<file path="config.mk">
export PLATFORM = sky130hd
export DESIGN_NAME = slp_status_reg
export DESIGN_NICKNAME = d
export VERILOG_FILES = /design/src/rtl/slp_pkg.sv /design/src/rtl/slp_fault_sync.sv /design/src/rtl/slp_seq.sv /design/src/rtl/slp_flags.sv /design/src/rtl/slp_status_reg.sv
export SDC_FILE = /design/constraint.sdc
export NUM_CORES = 1
export LEC_CHECK = 0
export BUFFER_PORTS_ARGS = -buffer_cell sky130_fd_sc_hd__buf_2
export CAP_MARGIN = 20
export CORE_MARGIN = 1
export CORE_UTILIZATION = 39
export CTS_BUF_LIST = sky130_fd_sc_hd__clkbuf_8
export CTS_CLUSTER_SIZE = 30
export DETAILED_ROUTE_END_ITERATION = 7
export PLACE_DENSITY = 0.81
export SYNTH_ARGS = -nofsm -noshare
export SYNTH_HDL_FRONTEND = slang
export SYNTH_HIERARCHICAL = 1
export SYNTH_SLANG_ARGS = --single-unit
</file>
<file path="constraint.sdc">
create_clock -name clk -period 1.7 [get_ports clk]
set_clock_uncertainty 0.15 [all_clocks]
set_input_delay 0.085 -clock clk [delete_from_list [all_inputs] [get_ports clk]]
set_output_delay 0.085 -clock clk [all_outputs]
set_load 0.005 [all_outputs]
</file>
<file path="src/rtl/slp_pkg.sv">
package slp_pkg;

    typedef enum logic [1:0] {
        ST_AWAKE     = 2'd0,
        ST_SLEEP_SW  = 2'd1,
        ST_SLEEP_VDD = 2'd2
    } slp_state_e;

    localparam int unsigned FLAG_W    = 6;
    localparam int unsigned BIT_SWSLP = 0;
    localparam int unsigned BIT_BATF  = 1;
    localparam int unsigned BIT_VDDF  = 2;
    localparam int unsigned BIT_PHOLD = 4;
    localparam int unsigned BIT_RDIS  = 5;

    localparam logic [FLAG_W-1:0] FLAG_RST_VAL  = 6'b10_0000;
    localparam logic [FLAG_W-1:0] FLAG_IMPL_MSK = 6'b11_0111;

endpackage

</file>
<file path="src/rtl/slp_fault_sync.sv">
module slp_fault_sync #(
    parameter int unsigned STAGES = 2
) (
    input  logic clk,
    input  logic rst_n,
    input  logic pin_n,
    output logic fall
);

    localparam int unsigned CHAIN_W = STAGES + 1;

    logic [CHAIN_W-1:0] chain_q;

    always_ff @(posedge clk or negedge rst_n) begin
        if (!rst_n) begin
            chain_q <= '1;
        end else begin
            chain_q <= {chain_q[CHAIN_W-2:0], pin_n};
        end
    end

    assign fall = chain_q[CHAIN_W-1] & ~chain_q[CHAIN_W-2];

endmodule

</file>
<file path="src/rtl/slp_seq.sv">
module slp_seq
    import slp_pkg::*;
(
    input  logic clk,
    input  logic rst_n,
    input  logic rst_evt,
    input  logic sw_req,
    input  logic vdd_fall,
    input  logic wake,
    output logic enter_sw,
    output logic enter_vdd,
    output logic wake_evt,
    output logic wake_vdd,
    output logic asleep
);

    slp_state_e state_q;
    slp_state_e state_d;

    always_ff @(posedge clk or negedge rst_n) begin
        if (!rst_n) begin
            state_q <= ST_AWAKE;
        end else begin
            state_q <= state_d;
        end
    end

    always_comb begin
        state_d = state_q;
        if (rst_evt) begin
            state_d = ST_AWAKE;
        end else begin
            unique case (state_q)
                ST_AWAKE: begin
                    if (vdd_fall) begin
                        state_d = ST_SLEEP_VDD;
                    end else if (sw_req) begin
                        state_d = ST_SLEEP_SW;
                    end
                end
                ST_SLEEP_SW: begin
                    if (wake) begin
                        state_d = ST_AWAKE;
                    end
                end
                ST_SLEEP_VDD: begin
                    if (wake) begin
                        state_d = ST_AWAKE;
                    end
                end
                default: state_d = ST_AWAKE;
            endcase
        end
    end

    always_comb begin
        enter_sw  = 1'b0;
        enter_vdd = 1'b0;
        wake_evt  = 1'b0;
        wake_vdd  = 1'b0;
        asleep    = 1'b0;
        unique case (state_q)
            ST_AWAKE: begin
                enter_vdd = vdd_fall & ~rst_evt;
                enter_sw  = sw_req & ~vdd_fall & ~rst_evt;
            end
            ST_SLEEP_SW: begin
                asleep   = 1'b1;
                wake_evt = wake & ~rst_evt;
            end
            ST_SLEEP_VDD: begin
                asleep   = 1'b1;
                wake_evt = wake & ~rst_evt;
                wake_vdd = wake & ~rst_evt;
            end
            default: asleep = 1'b0;
        endcase
    end

endmodule

</file>
<file path="src/rtl/slp_flags.sv">
module slp_flags
    import slp_pkg::*;
#(
    parameter int unsigned DATA_W = 32
) (
    input  logic              clk,
    input  logic              rst_n,
    input  logic              rst_evt,
    input  logic              enter_sw,
    input  logic              enter_vdd,
    input  logic              wake_evt,
    input  logic              wake_vdd,
    input  logic              asleep,
    input  logic              batt_fall,
    input  logic              wr_en,
    input  logic [DATA_W-1:0] wr_data,
    output logic [DATA_W-1:0] rd_data,
    output logic              gpio_in_dis,
    output logic              pad_hold,
    output logic              pullup_en
);

    localparam int unsigned PAD_W = DATA_W - FLAG_W;

    logic [FLAG_W-1:0] flag_q;
    logic [FLAG_W-1:0] flag_d;
    logic [FLAG_W-1:0] set_v;
    logic [FLAG_W-1:0] clr_v;
    logic              batt_pend_q;
    logic              pull_q;
    logic              sleep_entry;

    assign sleep_entry = enter_sw | enter_vdd;

    always_comb begin
        set_v            = '0;
        set_v[BIT_SWSLP] = enter_sw;
        set_v[BIT_BATF]  = (batt_fall & ~asleep & ~rst_evt)
                         | (wake_evt & (batt_pend_q | batt_fall));
        set_v[BIT_VDDF]  = wake_vdd;
        set_v[BIT_PHOLD] = sleep_entry;
        set_v[BIT_RDIS]  = sleep_entry;
        clr_v            = wr_en ? wr_data[FLAG_W-1:0] : '0;
        flag_d           = (set_v | (flag_q & ~clr_v)) & FLAG_IMPL_MSK;
    end

    always_ff @(posedge clk or negedge rst_n) begin
        if (!rst_n) begin
            flag_q      <= FLAG_RST_VAL;
            batt_pend_q <= 1'b0;
            pull_q      <= 1'b1;
        end else if (rst_evt) begin
            flag_q      <= FLAG_RST_VAL;
            batt_pend_q <= 1'b0;
            pull_q      <= 1'b1;
        end else begin
            flag_q <= flag_d;
            if (wake_evt) begin
                batt_pend_q <= 1'b0;
            end else if (batt_fall && asleep) begin
                batt_pend_q <= 1'b1;
            end
            if (clr_v[BIT_RDIS] && !set_v[BIT_RDIS]) begin
                pull_q <= 1'b0;
            end
        end
    end

    assign rd_data     = {{PAD_W{1'b0}}, flag_q};
    assign gpio_in_dis = flag_q[BIT_RDIS];
    assign pad_hold    = flag_q[BIT_PHOLD];
    assign pullup_en   = pull_q;

endmodule

</file>
<file path="src/rtl/slp_status_reg.sv">
module slp_status_reg #(
    parameter int unsigned DATA_W      = 32,
    parameter int unsigned SYNC_STAGES = 2
) (
    input  logic              clk,
    input  logic              rst_n,
    input  logic              sw_sleep_req,
    input  logic              vdd_fault_n,
    input  logic              batt_fault_n,
    input  logic              wdt_rst,
    input  logic              gpio_rst,
    input  logic              wake,
    input  logic              reg_wr,
    input  logic [DATA_W-1:0] reg_wdata,
    output logic [DATA_W-1:0] reg_rdata,
    output logic              gpio_in_dis,
    output logic              pad_hold,
    output logic              pullup_en
);

    logic rst_evt;
    logic vdd_fall;
    logic batt_fall;
    logic enter_sw;
    logic enter_vdd;
    logic wake_evt;
    logic wake_vdd;
    logic seq_asleep;

    assign rst_evt = wdt_rst | gpio_rst;

    slp_fault_sync #(.STAGES(SYNC_STAGES)) u_vdd_sync (
        .clk   (clk),
        .rst_n (rst_n),
        .pin_n (vdd_fault_n),
        .fall  (vdd_fall)
    );

    slp_fault_sync #(.STAGES(SYNC_STAGES)) u_batt_sync (
        .clk   (clk),
        .rst_n (rst_n),
        .pin_n (batt_fault_n),
        .fall  (batt_fall)
    );

    slp_seq u_seq (
        .clk       (clk),
        .rst_n     (rst_n),
        .rst_evt   (rst_evt),
        .sw_req    (sw_sleep_req),
        .vdd_fall  (vdd_fall),
        .wake      (wake),
        .enter_sw  (enter_sw),
        .enter_vdd (enter_vdd),
        .wake_evt  (wake_evt),
        .wake_vdd  (wake_vdd),
        .asleep    (seq_asleep)
    );

    slp_flags #(.DATA_W(DATA_W)) u_flags (
        .clk         (clk),
        .rst_n       (rst_n),
        .rst_evt     (rst_evt),
        .enter_sw    (enter_sw),
        .enter_vdd   (enter_vdd),
        .wake_evt    (wake_evt),
        .wake_vdd    (wake_vdd),
        .asleep      (seq_asleep),
        .batt_fall   (batt_fall),
        .wr_en       (reg_wr),
        .wr_data     (reg_wdata),
        .rd_data     (reg_rdata),
        .gpio_in_dis (gpio_in_dis),
        .pad_hold    (pad_hold),
        .pullup_en   (pullup_en)
    );

endmodule

</file>
### Word level (Yosys, flattened, before mapping)

Cells that the tools add are included.

| storage, ports and cells | value |
|---|---|
| bits in registers | 16 |
| bits of input ports | 41 |
| output and inout port bits | 35 |
| logic and storage cells | 56 |

| operators by class | value |
|---|---|
| equal/unequal tests | 4 |
| multiplexer cells | 17 |
| bitwise gates (word level) | 21 |
| reductions and logical operators | 8 |

Operator list:

| operator | count |
|---|---|
| $mux W6 | 2 |
| $mux W1 | 10 |
| $and A1 B1 Y1 | 9 |
| $mux W2 | 4 |
| $and A6 B6 Y6 | 1 |
| $not A6 Y6 | 1 |
| $or A6 B6 Y6 | 1 |
| $not A1 Y1 | 5 |
| $ne A4 B2 Y1 const B | 1 |
| $or A1 B1 Y1 | 4 |
| $pmux W2 S2 | 1 |
| $ne A3 B1 Y1 const B | 1 |
| $reduce_bool A3 Y1 | 1 |
| $eq A2 B1 Y1 const B | 1 |
| $eq A2 B2 Y1 const B | 1 |
| $logic_and A1 B1 Y1 | 2 |
| $logic_not A2 Y1 | 1 |
| $reduce_and A2 Y1 | 1 |
| $reduce_bool A2 Y1 | 1 |
| $reduce_or A2 Y1 | 1 |
| $logic_not A1 Y1 | 1 |

### Logic depth before layout (Yosys ltp)

| depth | value |
|---|---|
| word-level depth | 11 |
| depth in mapped cells | 5 |

### Cells and area by module

The synthesis kept the hierarchy.

Modules (own cells, without submodules):

| module | times used | cells each | area an instance (µm²) | sequential area each (µm²) |
|---|---|---|---|---|
| slp_flags | 1 | 55 | 530.5 | 177.7 |
| slp_seq | 1 | 19 | 197.7 | 50.0 |
| slp_fault_sync | 2 | 4 | 92.6 | 78.8 |
| slp_status_reg | 1 | 1 | 6.3 | 0.0 |

### Worst setup path before layout

No wires, ideal clock.

| path | value |
|---|---|
| kind | register to register |
| start | register u_seq.state_q[1] |
| end | register u_flags.flag_q[1] |
| data arrival time | 1213 ps |
| slack | 236 ps |
| cell stages (with the launch flop) | 6 |
| path buffers | 0 |
| period minus slack after synthesis | 1464 ps |
| cell sequence | dfrtp_1 inv_1 ha_1 and3b_1 nor2b_1 o32ai_1 |

| on the way | value |
|---|---|
| word-level cells in the longest chain between the ends | 9 |

Ends and longest elaborated chain:

| element | RTL line | text |
|---|---|---|
| start: declaration | slp_seq.sv:17 | `slp_state_e state_q;` |
| start signal: assignment | slp_seq.sv:24 | `state_q <= state_d;` |
| $eq A2 B1 Y1 or $eq A2 B2 Y1 (tied branches) | slp_seq.sv:62 | `unique case (state_q)` |
| $reduce_or A2 Y1 (no source line) (*) | - |  |
| $mux W1 (*) | slp_seq.sv:62 |  |
| net seq_asleep | slp_status_reg.sv:28 | `logic seq_asleep;` |
| $not A1 Y1 (*) | slp_flags.sv:38 | `set_v[BIT_BATF] = (batt_fall & ~asleep & ~rst_evt)` |
| $and A1 B1 Y1 (*) (2 in series) | slp_flags.sv:38 |  |
| $or A1 B1 Y1 (*) | slp_flags.sv:39 | `\| (wake_evt & (batt_pend_q \| batt_fall));` |
| $or A6 B6 Y6 (*) | slp_flags.sv:44 | `flag_d = (set_v \| (flag_q & ~clr_v)) & FLAG_IMPL_MSK;` |
| $mux W6 (*) | slp_flags.sv:52 | `end else if (rst_evt) begin` |
| end signal: assignment | slp_flags.sv:57 | `flag_q <= flag_d;` |
| end: declaration | slp_flags.sv:25 | `logic [FLAG_W-1:0] flag_q;` |

The timed path passes the listed nets; every way through them passes the cells marked *.
A chain may end at the register's enable or synchronous reset.

### Final worst setup path

| path | value |
|---|---|
| start | register u_seq.state_q[0] |
| end | register u_flags.pull_q, in the netlist u_flags/pullup_en |

| on the way | value |
|---|---|
| word-level cells in the longest chain between the ends | 6 |

Ends and longest elaborated chain:

| element | RTL line | text |
|---|---|---|
| $logic_not A2 Y1 | slp_seq.sv:62 |  |
| $mux W1 | slp_seq.sv:62 |  |
| net enter_sw | slp_status_reg.sv:24 | `logic enter_sw;` |
| $or A1 B1 Y1 | slp_flags.sv:33 | `assign sleep_entry = enter_sw \| enter_vdd;` |
| $logic_not A1 Y1 | slp_flags.sv:63 | `if (clr_v[BIT_RDIS] && !set_v[BIT_RDIS]) begin` |
| $logic_and A1 B1 Y1 | slp_flags.sv:63 |  |
| $reduce_bool A2 Y1 (no source line) | - |  |
| end signal: assignment | slp_flags.sv:51 | `pull_q <= 1'b1;` |
| end signal: assignment | slp_flags.sv:55 | `pull_q <= 1'b1;` |
| end signal: assignment | slp_flags.sv:64 | `pull_q <= 1'b0;` |
| end: declaration | slp_flags.sv:30 | `logic pull_q;` |

The timed path passes the listed nets, and every way through them passes these cells.

==> impl_metrics.csv <==
group,metric,value,unit
outcome,status,"finished, final reports clean",
placed_design,port_buffers,21,
setup_path,timing.rr.end,"u_flags/pullup_en",
synth,netlist_area,920,um^2
clock_network,h-tree-depth,1,
synth,synth_top_area_share,23.7,%
synth,yosysWarnings,6,
job,cap_violations,0,
floorplanning,row_count,17,
synth,synth_seq_area_share,41.9,%
finish,nFillCells,210,
global_routing,grt_antenna_before_repair,0,
sta,finalMaxSlewViolations,0,
power_and_ir_drop,p_leak,0.528,nW
power_and_ir_drop,power.share.clock,36.0,%
placed_design,gp_congestion,0.689,
placed_design,dp_slack,108,ps
setup_path,crit_type,"flop to flop",
clock_network,cts_tree,"built",
detailed_routing,vias,592,
finish,syn_to_final_growth,14.7,%
power_and_ir_drop,power.switching,0.000175,W
clock_network,numCtsBuffers,3,
placed_design,hpwl,1040,um
clock_network,path_clk_slew,60,ps
detailed_routing,drt_first_pass_iters,1,
hold_path,holdCritPathClass,"input port to flop",
synth,synthTopCellsByArea,"buf_4 (24%), dfstp_2 (23%), dfrtp_1 (19%)",
power_and_ir_drop,power_density,722,mW/mm^2
synth,synth_top_area_cell,"buf_4",
sta,setup_tns,0,ps
detailed_routing,ant_nets,0,
floorplanning,die-area,0.00256,mm^2
sta,finalCriticalPeriod,1540,ps
floorplanning,start_util,41.6,%
sta,setup_ws,158,ps
synth,synth_area_per_cell,11.1,um^2
clock_network,clock-sinks,15,
global_routing,grt_remaining_overflow,0,
finish,num_antenna_cells,0,
global_routing,grt_util_all_layers,11.4,%
synth,syn_inst,83,
sta,fin_worst_hold_slack,10.1,ps
synth,synth_seq_cells,15,
power_and_ir_drop,combPwrFrac,13.5,%
sta,rsz0062_at_grt,"no",
clock_network,clk-insertion-delay-late,240,ps
clock_network,post_cts.repair.setup_buffers,0,
global_routing,grt_pass1_vias,505,
clock_network,clockRootBuffer,"clkbuf_8",
sta,hold_viol,0,
sta,setup_viol,0,
floorplanning,fp.dieH,50.6,um
detailed_routing,wl,1390,um
floorplanning,ioPinCount,76,
floorplanning,core_area,0.00221,mm^2
detailed_routing,drtIter0Drc,0,
setup_path,worstRegToRegCells,5,
setup_path,r2r_setup_slack,160,ps
global_routing,grt_max_degree,16,
power_and_ir_drop,cellInternalPower,0.000586,W
power_and_ir_drop,irDropWorstVdd,318,uV
finish,fin_nets,156,
hold_path,hp-start,"reg_wdata[5]",
synth,yosys.cell_types.count,28,
setup_path,r2r_start,"u_seq/state_q[0]",
setup_path,critPathCaptureType,"flop",
hold_path,hold_depth,3,
sta,post-route-period-util,90.7,%
setup_path,cp.arrival,1570,ps
sta,fmax,648,MHz
global_routing,grt_pass1_wl,2130,um
power_and_ir_drop,seq_power_share,50.5,%
setup_path,worst_setup_path_start_kind,"flop",
detailed_routing,via_per_inst,4.26,
detailed_routing,drc,0,
clock_network,clk_path_buf_depth,2,
detailed_routing,wire_per_inst,10.0,um
power_and_ir_drop,switching_share,23.0,%
floorplanning,die_w,50.6,um
hold_path,min_to,"u_flags/flag_q[5]",
finish,drive_gt1_share,39.6,%
setup_path,cp.required,1730,ps
setup_path,critPathMaxFanout,4,
## power by group through the flow
stage | sequential (W) | combinational, W | clock, W
after floorplan | 0.000390 | 0.0000986 | 0
after detailed placement | 0.000391 | 0.0000895 | 0
after CTS | 0.000385 | 0.0000988 | 0.000290
final | 0.000385 | 0.000103 | 0.000274
after global routing | 0.000386 | 0.000116 | 0.000315
after global placement | 0.000390 | 0.0000864 | 0
## sequential cells by signal, summed over array words and instances (netlist names)
| register | flops |
|---|---|
| u_flags/flag_q | 5 |
| u_batt_sync/chain_q | 3 |
| u_vdd_sync/chain_q | 3 |
| u_seq/state_q | 2 |
| u_flags/batt_pend_q | 1 |
| u_flags/pullup_en | 1 |
## worst max-delay path by stage
stage	from	endpoint	slack [ps]	cells after the start
after floorplan	u_seq/state_q[1]	u_flags/flag_q[1]	240	5
after global placement	u_seq/state_q[0]	u_flags/flag_q[1]	180	5
after detailed placement	u_seq/state_q[1]	u_flags/flag_q[1]	110	5
after CTS	u_seq/state_q[1]	u_flags/flag_q[1]	120	5
after global routing	u_seq/state_q[1]	u_flags/flag_q[1]	30	5
final	u_seq/state_q[0]	u_flags/pullup_en	160	5
## kinds of logic after synthesis
logic type | after synthesis | share of synthesized area, %
AND/OR/NAND/NOR | 18 | 17.0
adder cells (fa/ha/maj) | 3 | 4.08
other | 1 | 0.408
AO/OA/AOI/OAI | 15 | 12.1
buffers and inverters | 31 | 24.5
flip-flops | 15 | 41.9
## stage by stage
stage	power, W	instance area (um^2)	utilization (%)	instances
floorplan	0.000488	1020	-	109
global placement	0.000476	947	42.8	130
detailed placement	0.000480	947	42.8	130
CTS	0.000774	1040	47.1	139
global route	0.000817	1050	47.7	139
finish	0.000762	1050	47.7	139
## timing repair
action | 4_1_cts | 5_1_grt
endpoints found under the setup margin | 0 | 1
hold buffers | 5 | 0
resized for setup | 0 | 2
endpoints found under the hold margin | 19 | 0
## final cells by class
cell class                 count  area, um^2  area share [%]
clock buffer                   3        41.3            3.91
clock inverter                 1        3.75           0.356
inverter                       2        7.51           0.712
multi-input combinational     63         419            39.7
sequential                    15         385            36.5
tap                           28        35.0            3.32
timing repair buffer          27         163            15.4
## synthesized netlist by cell type
| library cell | instances |
|---|---|
| a21oi_1 | 5 |
| a31oi_1 | 1 |
| o32ai_1 | 1 |
| conb_1 | 1 |
| or2_1 | 2 |
| and2_2 | 1 |
| o21ba_2 | 2 |
| inv_1 | 2 |
| nand2b_4 | 1 |
| dfstp_2 | 8 |
| nand2_1 | 1 |
| nor2b_1 | 1 |
| and3b_1 | 2 |
| a21bo_2 | 1 |
| and3b_2 | 1 |
| nor2_1 | 1 |
| nor3_1 | 1 |
| and4bb_2 | 2 |
| nand2b_1 | 2 |
| a2111o_1 | 1 |
| buf_4 | 29 |
| nor2b_4 | 2 |
| a21boi_0 | 2 |
| ha_1 | 3 |
| a21o_1 | 1 |
| dfrtp_1 | 7 |
| nand4bb_1 | 1 |
| a211oi_1 | 1 |
## layout by cell type, fill, tap and decap left out, types with 2 or more instances in the layout
cell,netlist,final
inv_1,2,3
dfrtp_1,7,7
and3b_1,2,2
dlygate4sd3_1,0,5
dfstp_2,8,8
or2_1,2,2
conb_1,1,27
o21ba_2,2,2
clkbuf_8,0,3
a21boi_0,2,2
ha_1,3,2
and4bb_2,2,2
nor2b_4,2,2
nand2b_1,2,2
a21oi_1,5,5
buf_2,0,21
## layer usage
metal  routed length [um]  vias to the layer above  GRT usage, %
met4                    0                        0          5.56
met1                  579                      281          13.8
met2                  728                       32          18.9
li1                     -                      279             -
met5                    0                        -             0
met3                   82                        0          2.73
## critical path: stages (launching register included)
cell       delay [ps]
dfrtp_1           350
inv_1             110
ha_1              250
and4bb_2          270
nand4bb_1         180
a21o_1            180
Note: power is estimated with default switching activity, not from simulation.
